[src/rtl/bpu_pkg.sv]
package bpu_pkg;

   typedef enum logic [1:0] {
      CFG_IEN   = 2'd0,
      CFG_IADDR = 2'd1,
      CFG_DADDR = 2'd2,
      CFG_DCTRL = 2'd3
   } cfg_kind_e;

endpackage

[src/rtl/bpu_mask_fix.sv]
// Turns a raw mask field into a contiguous high-order compare mask.
module bpu_mask_fix #(
   parameter int AW = 32,
   parameter int MW = 6
) (
   input  logic [MW-1:0] field,
   output logic [AW-1:0] mask
);

   logic [MW-1:0] low;

   // Scan down from the top bit; once a zero is met, all lower bits drop out.
   always_comb begin
      logic keep;
      keep = 1'b1;
      for (int j = MW - 1; j >= 0; j--) begin
         keep   = keep & field[j];
         low[j] = keep;
      end
   end

   assign mask = {{(AW-MW){1'b1}}, low};

endmodule

[src/rtl/bpu_dbrk_slot.sv]
// One data breakpoint slot: address, armed directions, mask, comparator.
module bpu_dbrk_slot #(
   parameter int AW     = 32,
   parameter int MW     = 6,
   parameter int SB_BIT = 31,
   parameter int LB_BIT = 30
) (
   input  logic          clk,
   input  logic          rst_n,
   input  logic          we_addr,
   input  logic          we_ctrl,
   input  logic [AW-1:0] wdata,
   input  logic          acc_valid,
   input  logic          acc_is_store,
   input  logic [AW-1:0] acc_addr,
   output logic          raw_hit
);

   logic [AW-1:0] addr_q;
   logic [MW-1:0] field_q;
   logic          st_en_q;
   logic          ld_en_q;
   logic [AW-1:0] mask;
   logic          dir_ok;
   logic          match;

   always_ff @(posedge clk or negedge rst_n) begin
      if (!rst_n) begin
         addr_q  <= '0;
         field_q <= '0;
         st_en_q <= 1'b0;
         ld_en_q <= 1'b0;
      end else begin
         if (we_addr) addr_q <= wdata;
         if (we_ctrl) begin
            field_q <= wdata[MW-1:0];
            st_en_q <= wdata[SB_BIT];
            ld_en_q <= wdata[LB_BIT];
         end
      end
   end

   bpu_mask_fix #(.AW(AW), .MW(MW)) u_mask (
      .field (field_q),
      .mask  (mask)
   );

   assign dir_ok  = acc_is_store ? st_en_q : ld_en_q;
   assign match   = ((acc_addr ^ addr_q) & mask) == '0;
   assign raw_hit = acc_valid & dir_ok & match;

   // a disarmed slot stays silent
   p_inactive_r4: assert property (@(posedge clk) disable iff (!rst_n)
      (!st_en_q && !ld_en_q) |-> !raw_hit);
   // direction gating
   p_dir_store_r4: assert property (@(posedge clk) disable iff (!rst_n)
      (acc_is_store && !st_en_q) |-> !raw_hit);
   // bits above the field are always compared
   p_high_bits_r5: assert property (@(posedge clk) disable iff (!rst_n)
      raw_hit |-> (acc_addr[AW-1:MW] == addr_q[AW-1:MW]));
   // the applied mask has no hole
   p_contig_r6: assert property (@(posedge clk) disable iff (!rst_n)
      (((~mask) + 1'b1) & (~mask)) == '0);
   // control write lands at the next edge
   p_ctrl_upd_r8: assert property (@(posedge clk) disable iff (!rst_n)
      we_ctrl |=> (st_en_q == $past(wdata[SB_BIT]) && field_q == $past(wdata[MW-1:0])));

endmodule

[src/rtl/bpu_ibrk_bank.sv]
// Instruction breakpoint address registers, enable mask and comparators.
module bpu_ibrk_bank #(
   parameter int AW = 32,
   parameter int NI = 3
) (
   input  logic          clk,
   input  logic          rst_n,
   input  logic          we_en,
   input  logic [NI-1:0] we_addr,
   input  logic [AW-1:0] wdata,
   input  logic          fetch_valid,
   input  logic [AW-1:0] fetch_addr,
   output logic [NI-1:0] raw_hit
);

   logic [NI-1:0] en_q;

   always_ff @(posedge clk or negedge rst_n) begin
      if (!rst_n)     en_q <= '0;
      else if (we_en) en_q <= wdata[NI-1:0];
   end

   for (genvar i = 0; i < NI; i++) begin : g_slot
      logic [AW-1:0] addr_q;
      always_ff @(posedge clk or negedge rst_n) begin
         if (!rst_n)          addr_q <= '0;
         else if (we_addr[i]) addr_q <= wdata;
      end
      assign raw_hit[i] = fetch_valid & en_q[i] & (fetch_addr == addr_q);
   end

   // the enable write keeps only the low NI bits
   p_en_clip_r3: assert property (@(posedge clk) disable iff (!rst_n)
      we_en |=> en_q == $past(wdata[NI-1:0]));
   // no fetch, no hit
   p_idle_fetch_r9: assert property (@(posedge clk) disable iff (!rst_n)
      !fetch_valid |-> raw_hit == '0);

endmodule

[src/rtl/bpu_prio.sv]
// Keeps only the lowest-numbered set bit.
module bpu_prio #(
   parameter int N = 2
) (
   input  logic [N-1:0] req,
   output logic [N-1:0] gnt
);

   always_comb begin
      logic found;
      found = 1'b0;
      gnt   = '0;
      for (int i = 0; i < N; i++) begin
         if (req[i] && !found) gnt[i] = 1'b1;
         found = found | req[i];
      end
   end

endmodule

[src/rtl/bpu_breakpoint_unit.sv]
module bpu_breakpoint_unit
   import bpu_pkg::*;
#(
   parameter int AW     = 32,
   parameter int NI     = 3,
   parameter int ND     = 2,
   parameter int MW     = 6,
   parameter int SB_BIT = 31,
   parameter int LB_BIT = 30,
   localparam int MAXN  = (NI > ND) ? NI : ND,
   localparam int IDXW  = (MAXN > 1) ? $clog2(MAXN) : 1
) (
   input  logic            clk,
   input  logic            rst_n,
   input  logic            cfg_we,
   input  logic [1:0]      cfg_kind,
   input  logic [IDXW-1:0] cfg_idx,
   input  logic [AW-1:0]   cfg_wdata,
   input  logic            fetch_valid,
   input  logic [AW-1:0]   fetch_addr,
   input  logic            acc_valid,
   input  logic            acc_is_store,
   input  logic [AW-1:0]   acc_addr,
   output logic [NI-1:0]   ibrk_hit,
   output logic            ibrk_any,
   output logic [ND-1:0]   dbrk_hit,
   output logic            dbrk_any
);

   // Elaboration-time parameter checks
   if (NI < 1 || NI > AW)            begin : g_bad_ni  $error("NI out of range"); end
   if (ND < 1)                       begin : g_bad_nd  $error("ND must be at least 1"); end
   if (MW < 1 || MW >= AW)           begin : g_bad_mw  $error("MW must lie in 1..AW-1"); end
   if (SB_BIT < MW || LB_BIT < MW)   begin : g_bad_bit $error("enable bits overlap mask field"); end
   if (SB_BIT == LB_BIT)             begin : g_same    $error("enable bits must differ"); end
   if (SB_BIT >= AW || LB_BIT >= AW) begin : g_wide    $error("enable bits exceed data width"); end

   cfg_kind_e     kind;
   logic [NI-1:0] i_we_addr;
   logic [ND-1:0] d_we_addr;
   logic [ND-1:0] d_we_ctrl;
   logic [NI-1:0] i_raw;
   logic [ND-1:0] d_raw;

   assign kind = cfg_kind_e'(cfg_kind);

   for (genvar i = 0; i < NI; i++) begin : g_idec
      assign i_we_addr[i] = cfg_we && kind == CFG_IADDR && cfg_idx == IDXW'(i);
   end

   bpu_ibrk_bank #(.AW(AW), .NI(NI)) u_ibank (
      .clk         (clk),
      .rst_n       (rst_n),
      .we_en       (cfg_we && kind == CFG_IEN),
      .we_addr     (i_we_addr),
      .wdata       (cfg_wdata),
      .fetch_valid (fetch_valid),
      .fetch_addr  (fetch_addr),
      .raw_hit     (i_raw)
   );

   for (genvar d = 0; d < ND; d++) begin : g_dslot
      assign d_we_addr[d] = cfg_we && kind == CFG_DADDR && cfg_idx == IDXW'(d);
      assign d_we_ctrl[d] = cfg_we && kind == CFG_DCTRL && cfg_idx == IDXW'(d);
      bpu_dbrk_slot #(.AW(AW), .MW(MW), .SB_BIT(SB_BIT), .LB_BIT(LB_BIT)) u_slot (
         .clk          (clk),
         .rst_n        (rst_n),
         .we_addr      (d_we_addr[d]),
         .we_ctrl      (d_we_ctrl[d]),
         .wdata        (cfg_wdata),
         .acc_valid    (acc_valid),
         .acc_is_store (acc_is_store),
         .acc_addr     (acc_addr),
         .raw_hit      (d_raw[d])
      );
   end

   bpu_prio #(.N(NI)) u_iprio (.req(i_raw), .gnt(ibrk_hit));
   bpu_prio #(.N(ND)) u_dprio (.req(d_raw), .gnt(dbrk_hit));

   assign ibrk_any = |i_raw;
   assign dbrk_any = |d_raw;

   // one-hot outputs, flag agrees with vector
   p_ionehot_r7: assert property (@(posedge clk) disable iff (!rst_n)
      $onehot0(ibrk_hit) && (ibrk_any == (ibrk_hit != '0)));
   p_donehot_r7: assert property (@(posedge clk) disable iff (!rst_n)
      $onehot0(dbrk_hit) && (dbrk_any == (dbrk_hit != '0)));
   // no access, no data hit
   p_idle_acc_r9: assert property (@(posedge clk) disable iff (!rst_n)
      !acc_valid |-> (!dbrk_any && dbrk_hit == '0));
   // first cycle out of reset has nothing armed
   p_reset_r1: assert property (@(posedge clk) disable iff (!rst_n)
      $rose(rst_n) |-> (ibrk_hit == '0 && dbrk_hit == '0));

endmodule

[config.mk]
export PLATFORM = sky130hd
export DESIGN_NAME = bpu_breakpoint_unit
export DESIGN_NICKNAME = d
export VERILOG_FILES = /design/src/rtl/bpu_pkg.sv /design/src/rtl/bpu_mask_fix.sv /design/src/rtl/bpu_dbrk_slot.sv /design/src/rtl/bpu_ibrk_bank.sv /design/src/rtl/bpu_prio.sv /design/src/rtl/bpu_breakpoint_unit.sv
export SDC_FILE = /design/constraint.sdc
export NUM_CORES = 1
export LEC_CHECK = 0
export BUFFER_PORTS_ARGS = -buffer_cell sky130_fd_sc_hd__buf_2
export CAP_MARGIN = 20
export CORE_UTILIZATION = 41
export DETAILED_ROUTE_END_ITERATION = 10
export PLACE_DENSITY_LB_ADDON = 0.12
export SLEW_MARGIN = 20
export SYNTH_ARGS = -nofsm -noshare
export SYNTH_HDL_FRONTEND = slang
export SYNTH_SLANG_ARGS = --single-unit
[constraint.sdc]
create_clock -name clk -period 2 [get_ports clk]
set_clock_uncertainty 0.15 [all_clocks]
set_input_delay 0.4 -clock clk [delete_from_list [all_inputs] [get_ports clk]]
set_output_delay 0.4 -clock clk [all_outputs]
set_load 0.01 [all_outputs]
# Yosys cells after proc, flatten, opt, wreduce, memory -nomap -nowiden
# Index checks and enable logic that the tools add are counted.
# Widths: inputs -> output; s select.
[totals] inputBits=106 output_inout_bits=7 elab_cells=75 reg_bits=179
[classes] n_reduce_logical=23 bitwise_logic=25 n_eq_ne=8 muxes=7
[op_table] operator="$eq 32x32->1" n=3
[op_table] operator="$and 32x32->32" n=2
[op_table] operator="$logic_not 32->1" n=2
[op_table] operator="$xor 32x32->32" n=2
[op_table] operator="$and 1x1->1" n=20
[op_table] operator="$logic_and 1x1->1" n=14
[op_table] operator="$mux 1" n=7
[op_table] operator="$eq 2x2->1 const B" n=3
[op_table] operator="$eq 2x1->1 const B" n=2
[op_table] operator="$logic_not 2->1" n=2
[op_table] operator="$logic_not 1->1" n=3
[op_table] operator="$reduce_or 3->1" n=1
[op_table] operator="$reduce_or 2->1" n=1
[op_table] operator="$or 1x1->1" n=1

# Logic depth before layout (Yosys ltp)
[depth] depth_word=11 depth_mapped=6 ltp_nobuf=5

# By module
# A second synthesis with hierarchy kept.
[unflattened] cells_unflattened=714 hier_area_um2=9237.6
[modules_own_cells] mod="bpu_ibrk_bank" area_each_um2=4714.5 seq_area_each_um2=2477.4 n_inst=1 cells_each=349
[modules_own_cells] mod="bpu_dbrk_slot" area_each_um2=1946.9 seq_area_each_um2=1001.0 n_inst=2 cells_each=139
[modules_own_cells] mod="bpu_mask_fix" area_each_um2=249.0 seq_area_each_um2=0.0 n_inst=2 cells_each=33
[modules_own_cells] mod="bpu_breakpoint_unit" area_each_um2=83.8 seq_area_each_um2=0.0 n_inst=1 cells_each=16
[modules_own_cells] mod="bpu_prio (u_iprio)" area_each_um2=26.3 seq_area_each_um2=0.0 n_inst=1 cells_each=3
[modules_own_cells] mod="bpu_prio (u_dprio)" area_each_um2=21.3 seq_area_each_um2=0.0 n_inst=1 cells_each=2

# Worst setup path after synthesis
# OpenSTA, ideal clock, no wires.
[synth_timing] kind="input to output" from="in fetch_addr[6]" to="out ibrk_any" t_required_ps=1450 slack_ps=-142 arrival_ps=1592 path_buffers=0 path_stages=5 cell_sequence="xnor2_1 nand4_1 or4_1 nor3_2 nand3b_1"
[synth_between] elab_chain_cells=3 word_cells_on_any_way=7 cone_classes="3 x eq/ne; 3 x bitwise; 1 x reduce/logical"
[synth_rtl] item="from (decl)" line_no="bpu_breakpoint_unit.sv:20" source="input logic [AW-1:0] fetch_addr,"
[synth_rtl] item="$eq 32x32->1" line_no="bpu_ibrk_bank.sv:29" source="assign raw_hit[i] = fetch_valid & en_q[i] & (fetch_addr == addr_q);"
[synth_rtl] item="$and 1x1->1" line_no="bpu_ibrk_bank.sv:29"
[synth_rtl] item="$reduce_or 3->1 *" line_no="bpu_breakpoint_unit.sv:81" source="assign ibrk_any = |i_raw;"
[synth_rtl] item="to (decl)" line_no="bpu_breakpoint_unit.sv:25" source="output logic ibrk_any,"
# Every way passes the cells marked *; elsewhere a longest branch is shown, timed or not.

# Worst setup path in the final report
[layout_timing] from="reg g_dslot[1].u_slot.addr_q[19]" to="out dbrk_hit[1]"
[layout_between] elab_chain_cells=6
[layout_rtl] item="from (decl)" line_no="bpu_dbrk_slot.sv:19" source="logic [AW-1:0] addr_q;"
[layout_rtl] item="from (signal assigned)" line_no="bpu_dbrk_slot.sv:34" source="if (we_addr) addr_q <= wdata;"
[layout_rtl] item="$xor 32x32->32" line_no="bpu_dbrk_slot.sv:49" source="assign match = ((acc_addr ^ addr_q) & mask) == '0;"
[layout_rtl] item="$and 32x32->32" line_no="bpu_dbrk_slot.sv:49"
[layout_rtl] item="$logic_not 32->1" line_no="bpu_dbrk_slot.sv:49"
[layout_rtl] item="$and 1x1->1" line_no="bpu_dbrk_slot.sv:50" source="assign raw_hit = acc_valid & dir_ok & match;"
[layout_rtl] item="$logic_and 1x1->1" line_no="bpu_prio.sv:14" source="if (req[i] && !found) gnt[i] = 1'b1;"
[layout_rtl] item="$mux 1" line_no="bpu_prio.sv:14"
[layout_rtl] item="to (decl)" line_no="bpu_breakpoint_unit.sv:26" source="output logic [ND-1:0] dbrk_hit,"
# Every way passes these cells.

==> out/metrics.csv <==
metric,value,unit
via_per_inst,5.14,
holdWs,0.112,ns
reg2reg_slack,0.93,ns
clk_latency,0.43,ns
final-setup-viol-count,7,
ios,113,
hold_viol,0,
routed_wl,23100,µm
timing.final.crit_share,1.39,
die_y,147,µm
netlist_instances,631,
critical_path.endpoint_type,output port,
irDropWorstVdd,637,µV
gp_congestion,0.774,
gr-total-overflow,0,
track_usage,0.225,
crit_type,reg2out,
multi_input_area,4230,µm²
required,1.45,ns
start_util,0.421,
ys_warn_count,0,
place_area,10000,µm²
critPathMaxStageDelay,0.39,ns
coreArea,20400,µm²
drt_first_iter_violations,246,
slew_viol_final,0,
worst_pin_slew,0.419,ns
dpl.cell_count,1060,
area.growth.synth_to_final,27.6,%
mostFrequentLayoutCells,"dfrtp_1 (179), mux2_2 (175), buf_2 (111)",
clkTransAtPathRegs,0.07,ns
tns,-4.83,ns
drive_gt1_frac,0.513,
grt_first_pass_wirelength,35500,µm
cts.sinks,179,
min_period,2.77,ns
synthTopCellsByArea,"dfrtp_1 (52%), mux2_2 (23%), xnor2_1 (9.9%), xor2_1 (6.4%), nand4_1 (1.8%)",
critical_path.slowest_cell,dfrtp_1,
antenna_found_initial,0,
die_area,21500,µm²
cp_cell_sequence,"xor2_1, nor4_1, buf_4, nand4_1, a211o_1, a211oi_2, buf_2",
status,"finished, violations left",
port_buffers,112,
whs_path_depth,2,
place_hpwl,17200,µm
stdcell_area,10900,µm²
synth.yosys.seq_area_share,0.522,
grt_max_degree,53,
diodes,0,
firstDrtPassIters,4,
drv_cap,0,
cp_max_fo,2,
final-seq-area,4480,µm²
syn-num-nets,737,
syn_area,8580,µm²
routed-via-count,5633,
synth.avg_cell_area,13.6,µm²
finalNonFillerCells,1095,
mostFrequentLayoutCell,dfrtp_1,
relSlewSlack,0.718,
power,0.0114,W
drc_errors,0,
r2r_cells,2,
ys_seq_elements,179,
yosysTopAreaCellShare,0.522,
cts_tree,built,
ant_nets,0,
cts_buffers,17,
die_w,147,µm
fin_nets,918,
rsz0062_at_grt,yes,
arrival,2.22,ns
cellPowerDensity,1040,nW/µm²
grt_pass1_vias,6151,
num_rows,52,
cts_root_buf,clkbuf_16,
synth_cell_types,34,
max_freq,0.361,GHz
cts_buffer_depth,2,
p_leak,4.84,nW
wl_per_cell,21.1,µm
violations,setup timing,
fin_ws,-0.771,ns
fillCellCount,1783,
htreeDepth,4,
critPathLaunchType,flip-flop,
synth_area_leader_cell,dfrtp_1,
hp-class,in2reg,
[worst paths after layout]
| check | from | endpoint |
|---|---|---|
| setup / recovery | g_dslot[1].u_slot.addr_q[19]$_DFFE_PN0P_ | dbrk_hit[1] |
| hold / removal | cfg_wdata[6] | u_ibank.g_slot[2].addr_q[6]$_DFFE_PN0P_ |
| setup reg to reg | g_dslot[0].u_slot.addr_q[17]$_DFFE_PN0P_ | g_dslot[0].u_slot.addr_q[17]$_DFFE_PN0P_ |
| hold reg to reg | g_dslot[0].u_slot.field_q[2]$_DFFE_PN0P_ | g_dslot[0].u_slot.field_q[2]$_DFFE_PN0P_ |
| max in group asynchronous | rst_n | u_ibank.en_q[0]$_DFFE_PN0P_ |
| min in group asynchronous | rst_n | g_dslot[1].u_slot.addr_q[12]$_DFFE_PN0P_ |
[flip-flops by register name, indices dropped and copies added (netlist names)]
name                    flops
g_dslot.u_slot.field_q     12
u_ibank.g_slot.addr_q      96
u_ibank.en_q                3
g_dslot.u_slot.addr_q      64
g_dslot.u_slot.ld_en_q      2
g_dslot.u_slot.st_en_q      2
[metrics by stage]
step,util,setup WS [ns]
2_1_floorplan,-,-0.111
4_1_cts,0.534,-0.778
6_report,0.537,-0.771
3_5_place_dp,0.493,-0.663
3_3_place_gp,0.493,-0.690
5_1_grt,0.537,-0.918
[repair_timing]
item                                    4_1_cts  5_1_grt
hold buffers                                  1        0
buffers inserted                              2        0
endpoints found under the hold margin        25        0
pin swaps                                    15        9
endpoints found under the setup margin        7        7
gates resized for setup                      22        9
[routing by layer]
metal | part of all wire | vias up | GRT usage
met5 | 0 | - | 0
met1 | 0.45 | 2909 | 0.304
met3 | 0.040 | 31 | 0.0356
met4 | 0.022 | 0 | 0.0771
met2 | 0.48 | 110 | 0.368
li1 | - | 2583 | -
[cell usage after synthesis]
cell and n:
a2111oi_2 1, a211o_1 1, a211oi_1 1, a21o_1 1
a21oi_1 5, and2_1 1, and3_1 1, and4_1 1
buf_2 13, buf_4 4, clkbuf_1 1, dfrtp_1 179
inv_1 3, mux2_1 1, mux2_2 175, mux2i_1 2
nand2_1 7, nand3_1 7, nand3b_1 3, nand4_1 25
nand4b_1 1, nor2_1 2, nor2_2 1, nor2b_1 1
nor3_1 3, nor3_2 1, nor3b_1 2, nor3b_2 3
nor4_1 16, o21ai_0 7, o2bb2ai_1 1, or4_1 1
xnor2_1 97, xor2_1 63
[cell type report]
| cell class | instances | area share |
|---|---|---|
| clock inverter | 10 | 0.0175 |
| multi-input combinational | 431 | 0.386 |
| sequential | 179 | 0.409 |
| tap | 270 | 0.0309 |
| inverter | 3 | 0.00103 |
| clock buffer | 22 | 0.0452 |
| timing repair buffer | 180 | 0.110 |
[report_power, final]
group / switching, W / internal [W]
registers: 0.000576 / 0.00447
clock network: 0.00143 / 0.00240
logic: 0.00111 / 0.00144
total: 0.00312 / 0.00830
[kinds of logic (layout without fill, tap and decap cells)]
logic type             count (synthesis)  count (layout)  share of synthesized area
multiplexers                         178             178                      0.233
AND/OR/NAND/NOR                       76              76                     0.0554
flip-flops                           179             179                      0.522
XOR/XNOR                             160             160                      0.163
buffers and inverters                 21             215                     0.0128
AO/OA/AOI/OAI                         17              17                     0.0125
[critical path, delay by kind of cell (launching register included)]
kind	cells	cell delay [ns]
compound gates	2	0.50
xor+xnor	1	0.15
buf+inv	2	0.35
flops	1	0.39
simple gates	2	0.41
(Power assumes the default switching activity.)
